--- src/rtl/cam_seq_pkg.sv ---
package cam_seq_pkg;

   // Pointer action chosen each clock
   typedef enum logic [1:0] {
      ACT_KEEP = 2'd0,
      ACT_NEXT = 2'd1,
      ACT_HOME = 2'd2,
      ACT_LAST = 2'd3
   } step_act_e;

endpackage

--- src/rtl/cam_table.sv ---
module cam_table #(
   parameter int DEPTH = 8,
   parameter int CNT_W = 32,
   parameter int OUT_W = 8,
   localparam int IDX_W = $clog2(DEPTH)
) (
   input  logic             clk,
   input  logic             rst_n,
   input  logic             lock,
   input  logic             wr_en,
   input  logic [IDX_W-1:0] wr_addr,
   input  logic [CNT_W-1:0] wr_preset,
   input  logic [OUT_W-1:0] wr_pattern,
   input  logic [IDX_W-1:0] rd_addr,
   output logic [CNT_W-1:0] rd_preset,
   output logic [OUT_W-1:0] rd_pattern
);

   logic [CNT_W-1:0] preset_mem [DEPTH];
   logic [OUT_W-1:0] pat_mem    [DEPTH];
   logic             addr_ok;

   generate
      if (DEPTH == (1 << IDX_W)) begin : g_full_range
         assign addr_ok = 1'b1;
      end else begin : g_part_range
         assign addr_ok = (32'(wr_addr) < 32'(DEPTH));
      end
   endgenerate

   always_ff @(posedge clk or negedge rst_n) begin
      if (!rst_n) begin
         for (int i = 0; i < DEPTH; i++) begin
            preset_mem[i] <= '0;
            pat_mem[i]    <= '0;
         end
      end else if (wr_en && !lock && addr_ok) begin
         preset_mem[wr_addr] <= wr_preset;
         pat_mem[wr_addr]    <= wr_pattern;
      end
   end

   assign rd_preset  = preset_mem[rd_addr];
   assign rd_pattern = pat_mem[rd_addr];

endmodule

--- src/rtl/cam_step_ctrl.sv ---
module cam_step_ctrl
   import cam_seq_pkg::*;
#(
   parameter int DEPTH       = 8,
   parameter bit WRAP_AT_END = 1'b0,
   localparam int IDX_W = $clog2(DEPTH)
) (
   input  logic             clk,
   input  logic             rst_n,
   input  logic             enable,
   input  logic             eq_evt,
   input  logic             idx_evt,
   output logic [IDX_W-1:0] step_nxt,
   output logic [IDX_W-1:0] step_q
);

   localparam logic [IDX_W-1:0] LAST_IDX = IDX_W'(DEPTH - 1);

   step_act_e act;
   logic [IDX_W-1:0] end_target;

   generate
      if (WRAP_AT_END) begin : g_wrap
         assign end_target = '0;
      end else begin : g_hold
         assign end_target = LAST_IDX;
      end
   endgenerate

   always_comb begin
      if (!enable || idx_evt)       act = ACT_HOME;
      else if (!eq_evt)             act = ACT_KEEP;
      else if (step_q == LAST_IDX)  act = ACT_LAST;
      else                          act = ACT_NEXT;
   end

   always_comb begin
      unique case (act)
         ACT_HOME: step_nxt = '0;
         ACT_NEXT: step_nxt = step_q + 1'b1;
         ACT_LAST: step_nxt = end_target;
         default:  step_nxt = step_q;
      endcase
   end

   always_ff @(posedge clk or negedge rst_n) begin
      if (!rst_n) step_q <= '0;
      else        step_q <= step_nxt;
   end

endmodule

--- src/rtl/cam_out_stage.sv ---
module cam_out_stage #(
   parameter int CNT_W = 32,
   parameter int OUT_W = 8
) (
   input  logic             clk,
   input  logic             rst_n,
   input  logic             enable,
   input  logic [CNT_W-1:0] cnt_val,
   input  logic [CNT_W-1:0] cmp_val,
   input  logic [OUT_W-1:0] pattern,
   output logic [OUT_W-1:0] out_q
);

   logic below;
   assign below = (cnt_val < cmp_val);

   always_ff @(posedge clk or negedge rst_n) begin
      if (!rst_n)                 out_q <= '0;
      else if (enable && below)   out_q <= pattern;
      else                        out_q <= '0;
   end

endmodule

--- src/rtl/cam_sequencer.sv ---
module cam_sequencer #(
   parameter int DEPTH       = 8,
   parameter int CNT_W       = 32,
   parameter int OUT_W       = 8,
   parameter bit WRAP_AT_END = 1'b0,
   localparam int IDX_W = $clog2(DEPTH)
) (
   input  logic             clk,
   input  logic             rst_n,
   input  logic             enable,
   input  logic [CNT_W-1:0] cnt_val,
   input  logic             eq_evt,
   input  logic             idx_evt,
   input  logic             wr_en,
   input  logic [IDX_W-1:0] wr_addr,
   input  logic [CNT_W-1:0] wr_preset,
   input  logic [OUT_W-1:0] wr_pattern,
   output logic [OUT_W-1:0] out_pat,
   output logic [IDX_W-1:0] step_idx
);

   generate
      if (DEPTH < 2 || DEPTH > 256) begin : g_bad_depth
         $error("cam_sequencer: DEPTH must lie in 2..256");
      end
      if (CNT_W < 1 || CNT_W > 64) begin : g_bad_cnt
         $error("cam_sequencer: CNT_W must lie in 1..64");
      end
      if (OUT_W < 1) begin : g_bad_out
         $error("cam_sequencer: OUT_W must be at least 1");
      end
   endgenerate

   logic [IDX_W-1:0] step_nxt;
   logic [CNT_W-1:0] sel_preset;
   logic [OUT_W-1:0] sel_pattern;

   cam_step_ctrl #(
      .DEPTH       (DEPTH),
      .WRAP_AT_END (WRAP_AT_END)
   ) u_ctrl (
      .clk      (clk),
      .rst_n    (rst_n),
      .enable   (enable),
      .eq_evt   (eq_evt),
      .idx_evt  (idx_evt),
      .step_nxt (step_nxt),
      .step_q   (step_idx)
   );

   cam_table #(
      .DEPTH (DEPTH),
      .CNT_W (CNT_W),
      .OUT_W (OUT_W)
   ) u_table (
      .clk        (clk),
      .rst_n      (rst_n),
      .lock       (enable),
      .wr_en      (wr_en),
      .wr_addr    (wr_addr),
      .wr_preset  (wr_preset),
      .wr_pattern (wr_pattern),
      .rd_addr    (step_nxt),
      .rd_preset  (sel_preset),
      .rd_pattern (sel_pattern)
   );

   cam_out_stage #(
      .CNT_W (CNT_W),
      .OUT_W (OUT_W)
   ) u_out (
      .clk     (clk),
      .rst_n   (rst_n),
      .enable  (enable),
      .cnt_val (cnt_val),
      .cmp_val (sel_preset),
      .pattern (sel_pattern),
      .out_q   (out_pat)
   );

endmodule

--- config.mk ---
export PLATFORM = sky130hd
export DESIGN_NAME = cam_sequencer
export DESIGN_NICKNAME = d
export VERILOG_FILES = /design/src/rtl/cam_seq_pkg.sv /design/src/rtl/cam_table.sv /design/src/rtl/cam_step_ctrl.sv /design/src/rtl/cam_out_stage.sv /design/src/rtl/cam_sequencer.sv
export SDC_FILE = /design/constraint.sdc
export NUM_CORES = 1
export LEC_CHECK = 0
export CAP_MARGIN = 20
export CORE_MARGIN = 5
export CORE_UTILIZATION = 44
export CTS_BUF_LIST = sky130_fd_sc_hd__clkbuf_4
export DETAILED_ROUTE_END_ITERATION = 10
export DONT_BUFFER_PORTS = 1
export PLACE_DENSITY = 0.6
export SYNTH_ARGS = -nofsm -noshare
export SYNTH_HDL_FRONTEND = slang
export SYNTH_SLANG_ARGS = --single-unit
export TNS_END_PERCENT = 30
--- constraint.sdc ---
create_clock -name clk -period 9.8 [get_ports clk]
set_input_delay 0.98 -clock clk [delete_from_list [all_inputs] [get_ports clk]]
set_output_delay 0.98 -clock clk [all_outputs]
set_load 0.02 [all_outputs]
==> results of run 1 <==
-- power breakdown --
part	internal (mW)	total, mW	switching (mW)
Combinational	0.334	0.611	0.276
Sequential	1.68	1.84	0.164
Clock	0.706	1.26	0.551
Total	2.72	3.71	0.992
-- cell usage in the layout (no fill, tap or decap), types with 2 or more instances in the layout --
master | Yosys | final
a21oi_1 | 10 | 10
nor4_1 | 10 | 9
bufinv_16 | 0 | 3
nand4_1 | 7 | 7
nor3_1 | 13 | 10
buf_16 | 0 | 2
dfrtp_1 | 331 | 331
mux2_2 | 312 | 312
diode_2 | 0 | 2
nor2_1 | 11 | 9
inv_2 | 0 | 3
inv_1 | 11 | 9
clkinv_2 | 0 | 2
a31oi_1 | 41 | 41
nand3_1 | 80 | 80
a311oi_1 | 39 | 39
nor3_2 | 0 | 3
clkbuf_4 | 0 | 137
o21ai_0 | 14 | 14
a211oi_1 | 9 | 9
nor2_4 | 0 | 2
nand3b_1 | 2 | 2
inv_4 | 1 | 2
nand2_1 | 319 | 317
clkinv_1 | 0 | 5
buf_4 | 1 | 18
a32oi_1 | 2 | 2
nand2b_1 | 4 | 3
ha_1 | 33 | 33
a21o_1 | 3 | 3
and3_1 | 32 | 32
-- cell type report --
cell class / instances / area, µm²
Clock buffer: 137 / 1030
Multi-Input combinational cell: 954 / 6980
Tap cell: 461 / 577
Antenna cell: 2 / 5.00
Sequential cell: 331 / 8280
Fill cell: 3250 / 18100
Inverter: 12 / 51.3
Clock inverter: 12 / 125
Timing Repair Buffer: 20 / 190
-- kinds of logic (layout without fill, tap and decap cells) --
group / Yosys count / after routing / share of synthesized area [%]
AOI/OAI and AO/OA: 125 / 125 / 5.72
adders and majority gates: 33 / 33 / 2.64
buffers and inverters: 106 / 181 / 2.74
DFF: 331 / 331 / 53.0
muxes: 313 / 313 / 22.5
other: 0 / 2 / 0
and+or+nand+nor: 483 / 483 / 13.4
-- metal layers --
| metal | track usage (%) | vias to the layer above | wire length (µm) |
|---|---|---|---|
| met1 | 26.7 | 5515 | 17500 |
| met2 | 33.1 | 251 | 19000 |
| li1 | - | 5009 | - |
| met3 | 5.66 | 73 | 2480 |
| met4 | 7.37 | 0 | 988 |
| met5 | 0 | - | 0 |
-- worst max path at each step --
stage,to,from,depth (start not counted)
finish,u_out.out_q[5],u_ctrl.step_q[0],17
global route,u_out.out_q[5],u_ctrl.step_q[0],17
CTS,u_out.out_q[5],u_ctrl.step_q[0],17
detailed placement,u_out.out_q[5],enable,15
global placement,u_out.out_q[5],enable,15
floorplan,u_out.out_q[0],enable,15
-- flip-flops by register name (all words and copies together), names as in the netlist --
signal and flops:
u_table.preset_mem 256, u_table.pat_mem 64, u_out.out_q 8, u_ctrl.step_q 3
-- Yosys cell counts, types with 2 or more instances --
| master | instances |
|---|---|
| o21ai_0 | 14 |
| clkbuf_1 | 67 |
| a21o_1 | 3 |
| a31oi_1 | 41 |
| nand2_1 | 319 |
| a32oi_1 | 2 |
| nor2_1 | 11 |
| a311oi_1 | 39 |
| ha_1 | 33 |
| buf_1 | 17 |
| mux2_2 | 312 |
| nor4_1 | 10 |
| nand4_1 | 7 |
| nand3b_1 | 2 |
| nand3_1 | 80 |
| nor3_1 | 13 |
| buf_2 | 7 |
| a21oi_1 | 10 |
| a211oi_1 | 9 |
| dfrtp_1 | 331 |
| nand2b_1 | 4 |
| inv_1 | 11 |
| and3_1 | 32 |
| buf_6 | 2 |
-- through the flow --
stage | setup WS [ns] | total power [mW] | area, µm² | std cells | utilization, %
after global routing | 3.58 | 3.95 | 17200 | 1928 | 48.8
after floorplan | 5.77 | 2.30 | 15600 | 1391 | -
after CTS | 4.00 | 3.76 | 17200 | 1926 | 48.7
after detailed placement | 3.75 | 2.46 | 16000 | 1776 | 45.4
after global placement | 3.80 | 2.42 | 16000 | 1776 | 45.4
final | 4.06 | 3.71 | 17200 | 1929 | 48.8
==> results.json, run 1 <==
{
  "status": "finished clean",
  "cts_made_buffers": 89,
  "synth-edff-count": 0,
  "ys_types": 39,
  "maxSlewViolCount": 0,
  "cap_violations": 0,
  "antenna_left": 0,
  "syn2layout_area_growth_pct": 10.3,
  "place.gp.congestion": 0.755,
  "dr.pass1.iters": 4,
  "p_leak_nw": 7.67,
  "wl_per_cell_um": 20.7,
  "postCtsSetupBuffers": 0,
  "drc": 0,
  "start_util_pct": 44.3,
  "synth.area.top_cells": "dfrtp_1 (53%), mux2_2 (22%), nand2_1 (7.7%), ha_1 (2.6%), nand3_1 (2.6%)",
  "path_class": "flip-flop to flip-flop",
  "slew_headroom_pct": 37.7,
  "clk-insertion-delay-late_ns": 0.74,
  "finalHoldViolCount": 0,
  "via_per_inst": 5.62,
  "grt_pass1_vias": 11300,
  "ff2ff_path_depth": 17,
  "synth_flop_cell": "dfrtp_1",
  "worstPathCellList": "ha_1, ha_1, nand3b_1, o211ai_1, buf_4, inv_4, buf_4, nand2_1, and3_1, a311oi_1, a31oi_1, ha_1, nand4_1, nor4_1, a21oi_1, a31oi_1, nor3_1",
  "worst_setup_path_start_kind": "flip-flop",
  "nets": 1522,
  "finalCritPeriodShare_pct": 58.6,
  "gr-total-overflow": 0,
  "crit_fanout": 75,
  "reg2reg_to": "u_out.out_q[5]",
  "critPathMaxStageDelay_ns": 0.73,
  "cts_resized": 0,
  "row_count": 69,
  "hold_path_class": "primary input to asynchronous set/reset pin",
  "die_y_um": 198,
  "ctsHoldBuffers": 1,
  "rsz0062_at_grt": "no",
  "yosys_warnings": 0,
  "finalWirelength_um": 39900,
  "r2r-start": "u_ctrl.step_q[0]",
  "dr_total_vias": 10800,
  "cts_tree": "done",
  "synth_area_um2": 15600,
  "path_buf_inv": 3,
  "cts.htree.levels": 3,
  "worst_ir_drop_vdd_v": 0.0000744,
  "setup-violations-final": 0,
  "yosysTopAreaCellShare_pct": 53.0,
  "antenna_found_initial": 1,
  "fp.dieW_um": 198,
  "grt_max_degree": 332,
  "io_pins": 92,
  "seq_area_frac_synth_pct": 53.0,
  "track_usage_pct": 20.5,
  "cts-root-buf": "clkbuf_4",
  "core-area_um2": 35300,
  "required_ns": 10.38,
  "tightestPinTransition_ns": 0.934,
  "die_area_um2": 39400,
  "hpwl_um": 22900,
  "final.setup_skew_ns": 0.0390,
  "synth_top_area_cell": "dfrtp_1",
  "async_flop_share_pct": 100,
  "p_per_area_nw_per_um2": 215,
  "reg2reg_setup_slack_ns": 4.06,
  "drtIter0Drc": 416,
  "whs_ns": 0.271,
  "cp.arrival_ns": 6.31,
  "worst_path_max_delay_cell": "inv_4",
  "grt_pass1_wl_um": 63600,
  "cts_sinks": 331,
  "cts_buffer_depth": 3,
  "final.setup.tns_ns": 0,
  "finalCriticalPeriod_ns": 5.74,
  "portBuffers": 0,
  "netlist_instances": 1391,
  "final_layout_size_suffix_gt1_share_pct": 33.5,
  "crit_top_cell": "ha_1",
  "endpoint_kind": "flip-flop",
  "ys_ff_latch": 331,
  "max_freq_mhz": 174,
  "cpLargestDelayFamily": "buffers and inverters",
  "syn_avg_cell_area_um2": 11.2,
  "clk_pin_slew_ns": 0.07,
  "syn-num-nets": 1505
}
(Power assumes the default switching activity.)
==> run 2: changes to the inputs <==
--- a/config.mk
+++ b/config.mk
@@ -5,6 +5,7 @@
 export SDC_FILE = /design/constraint.sdc
 export NUM_CORES = 1
 export LEC_CHECK = 0
+export ABC_AREA = 1
 export CAP_MARGIN = 20
 export CORE_MARGIN = 5
 export CORE_UTILIZATION = 44
==> constraint.sdc (replaced) <==
create_clock -name clk -period 5.85 [get_ports clk]
set_input_delay 0.585 -clock clk [delete_from_list [all_inputs] [get_ports clk]]
set_output_delay 0.585 -clock clk [all_outputs]
set_load 0.02 [all_outputs]
==> results.json, run 2 <==
{
  "synth_most_common_cell": "o21ai_0",
  "largest_reg_flops": 256,
  "rsz0062_at_grt": "no",
  "finalWirelength_um": 39900,
  "netlist_instances": 1732,
  "status": "finished, violations left",
  "clk_pin_slew_ns": 0.07,
  "row_count": 67,
  "pwr-share-clk_pct": 33.5,
  "drc": 0,
  "nets": 1830,
  "final_core_util_pct": 48.7,
  "via_per_inst": 5.44,
  "largest_register": "u_table.preset_mem",
  "max_freq_mhz": 229,
  "die_y_um": 194,
  "final.setup_skew_ns": 0.0352,
  "postCtsSetupBuffers": 0,
  "crit_fanout": 35,
  "cap_violations": 0,
  "whs_ns": -0.421,
  "hold_path_class": "primary input to asynchronous set/reset pin",
  "cts_buffer_depth": 3,
  "cts-root-buf": "clkbuf_4",
  "p_per_area_nw_per_um2": 357,
  "p_int_mw": 4.15,
  "syn-num-nets": 1846,
  "finalHoldViolCount": 331,
  "clk-insertion-delay-late_ns": 0.73,
  "final_layout_size_suffix_gt1_share_pct": 9.91,
  "final.setup.tns_ns": 0,
  "cts_made_buffers": 90,
  "power.net_switching_mw": 1.68,
  "yosys_warnings": 0,
  "grt_pass1_wl_um": 65100,
  "place.gp.congestion": 0.794,
  "ctsHoldBuffers": 3,
  "worst_ir_drop_vdd_v": 0.000124,
  "ys_ff_latch": 331,
  "synth-edff-count": 0,
  "dr_total_vias": 12100,
  "required_ns": 6.47,
  "path_class": "flip-flop to flip-flop",
  "drtIter0Drc": 831,
  "worst_setup_path_start_kind": "flip-flop",
  "synth_top_area_cell": "dfrtp_1",
  "final_cell_mix": "o21ai_0 (403), dfrtp_1 (331), nand2_1 (282)",
  "synth_commonest_cells": "o21ai_0 (403), dfrtp_1 (331), nand2_1 (284)",
  "io_pins": 92,
  "antenna_left": 0,
  "die_area_um2": 37700,
  "fp.dieW_um": 194,
  "fill_cells": 3305,
  "endpoint_kind": "flip-flop",
  "hpwl_um": 21400,
  "wl_per_cell_um": 17.9,
  "track_usage_pct": 21.1,
  "synth.area.top_cells": "dfrtp_1 (55%), o21ai_0 (14%), nand2_1 (7.1%), nor2_1 (5.9%), a21oi_1 (3.0%)",
  "cts_tree": "done",
  "combPwrFrac_pct": 14.6,
  "synth_area_um2": 14900,
  "cts.htree.levels": 3,
  "syn2layout_area_growth_pct": 9.44,
  "synth_flop_cell": "dfrtp_1",
  "top_regs": "u_table.preset_mem (256), u_table.pat_mem (64), u_out.out_q (8)",
  "cp.arrival_ns": 4.99,
  "antenna_found_initial": 3,
  "gr-total-overflow": 0,
  "setup-violations-final": 0,
  "maxSlewViolCount": 0,
  "violations": "negative hold slack",
  "seq_area_frac_synth_pct": 55.5,
  "p_leak_nw": 7.43,
  "tightestPinTransition_ns": 1.14,
  "mostFrequentLayoutCell": "o21ai_0",
  "grt_pass1_vias": 12000,
  "power_frac_seq_pct": 51.9,
  "async_flop_share_pct": 100,
  "yosysTopAreaCellShare_pct": 55.5,
  "finalCritPeriodShare_pct": 74.6,
  "finalCriticalPeriod_ns": 4.37,
  "syn_avg_cell_area_um2": 8.62,
  "swShare_pct": 28.8,
  "slew_headroom_pct": 24.3,
  "cts_resized": 0,
  "core-area_um2": 33500,
  "dr.pass1.iters": 5,
  "grt_max_degree": 332,
  "portBuffers": 0,
  "cts_sinks": 331,
  "ys_types": 33,
  "start_util_pct": 44.5
}
## run 2: through the flow
stage	power (mW)	hold WS (ns)	std cells	worst slack [ns]	cell area (µm²)
after floorplan	3.67	0.289	1732	2.41	14900
after global placement	3.87	0.308	2068	1.67	15200
after detailed placement	3.91	0.310	2068	1.53	15200
after CTS	5.90	-0.480	2223	1.51	16300
after global routing	6.25	-0.490	2227	1.21	16300
final	5.83	-0.421	2227	1.48	16300
## run 2: layout make-up
type / count / area (µm²) / share of cell area (%)
Inverter: 69 / 262 / 1.60
Tap cell: 448 / 561 / 3.43
Clock inverter: 19 / 71.3 / 0.436
Sequential cell: 331 / 8280 / 50.7
Clock buffer: 133 / 998 / 6.11
Multi-Input combinational cell: 1208 / 5990 / 36.6
Antenna cell: 3 / 7.51 / 0.0459
Timing Repair Buffer: 16 / 173 / 1.06
## run 2: kinds of logic after synthesis
kind of cell | Yosys count | synth area share, %
flops | 331 | 55.5
buf+inv | 193 | 4.98
mux | 1 | 0.0670
compound gates | 609 | 21.9
fa+ha+maj | 33 | 2.76
simple gates | 565 | 14.9
## run 2: power by group through the flow
stage	Combinational [mW]	Sequential [mW]	Clock, mW
2_1_floorplan	0.685	2.99	0
3_3_place_gp	0.824	3.05	0
3_5_place_dp	0.856	3.06	0
4_1_cts	0.859	3.02	2.02
5_1_grt	1.01	3.08	2.16
6_report	0.851	3.02	1.95
## run 2: worst max-delay path, cell delays in order, from the launching register on
cell	delay, ns
dfrtp_1	0.53
ha_1	0.28
ha_1	0.18
inv_1	0.09
nand2_1	0.10
nor2_1	0.18
nor2_4	0.06
inv_2	0.44
buf_4	0.48
o21ai_0	0.17
o221ai_1	0.17
o21ai_1	0.09
ha_1	0.30
a21oi_1	0.16
o21ai_0	0.10
nand3_1	0.08
nand2_1	0.06
nand2_1	0.06
a21oi_1	0.06
nor4_1	0.36
nand2_4	0.21
nor2_2	0.12
## run 2: worst paths after layout
path,start,end,slack [ns],depth (start not counted)
min in group clk,wr_preset[31],u_table.preset_mem[31],0.13,2
setup / recovery,u_ctrl.step_q[0],u_out.out_q[5],1.48,21
hold / removal,rst_n,u_table.preset_mem[37],-0.42,0
hold reg to reg,u_table.preset_mem[180],u_table.preset_mem[180],0.48,2
setup reg to reg,u_ctrl.step_q[0],u_out.out_q[5],1.48,21
max in group asynchronous,rst_n,u_table.preset_mem[119],5.35,0
## run 2: per-layer routing
metal	vias up	global-route usage [%]	part of all wire, %
met3	61	5.32	6.1
met5	-	0	0.033
met2	314	33.9	47
met4	2	7.08	2.1
met1	5845	28.3	45
li1	5892	-	-
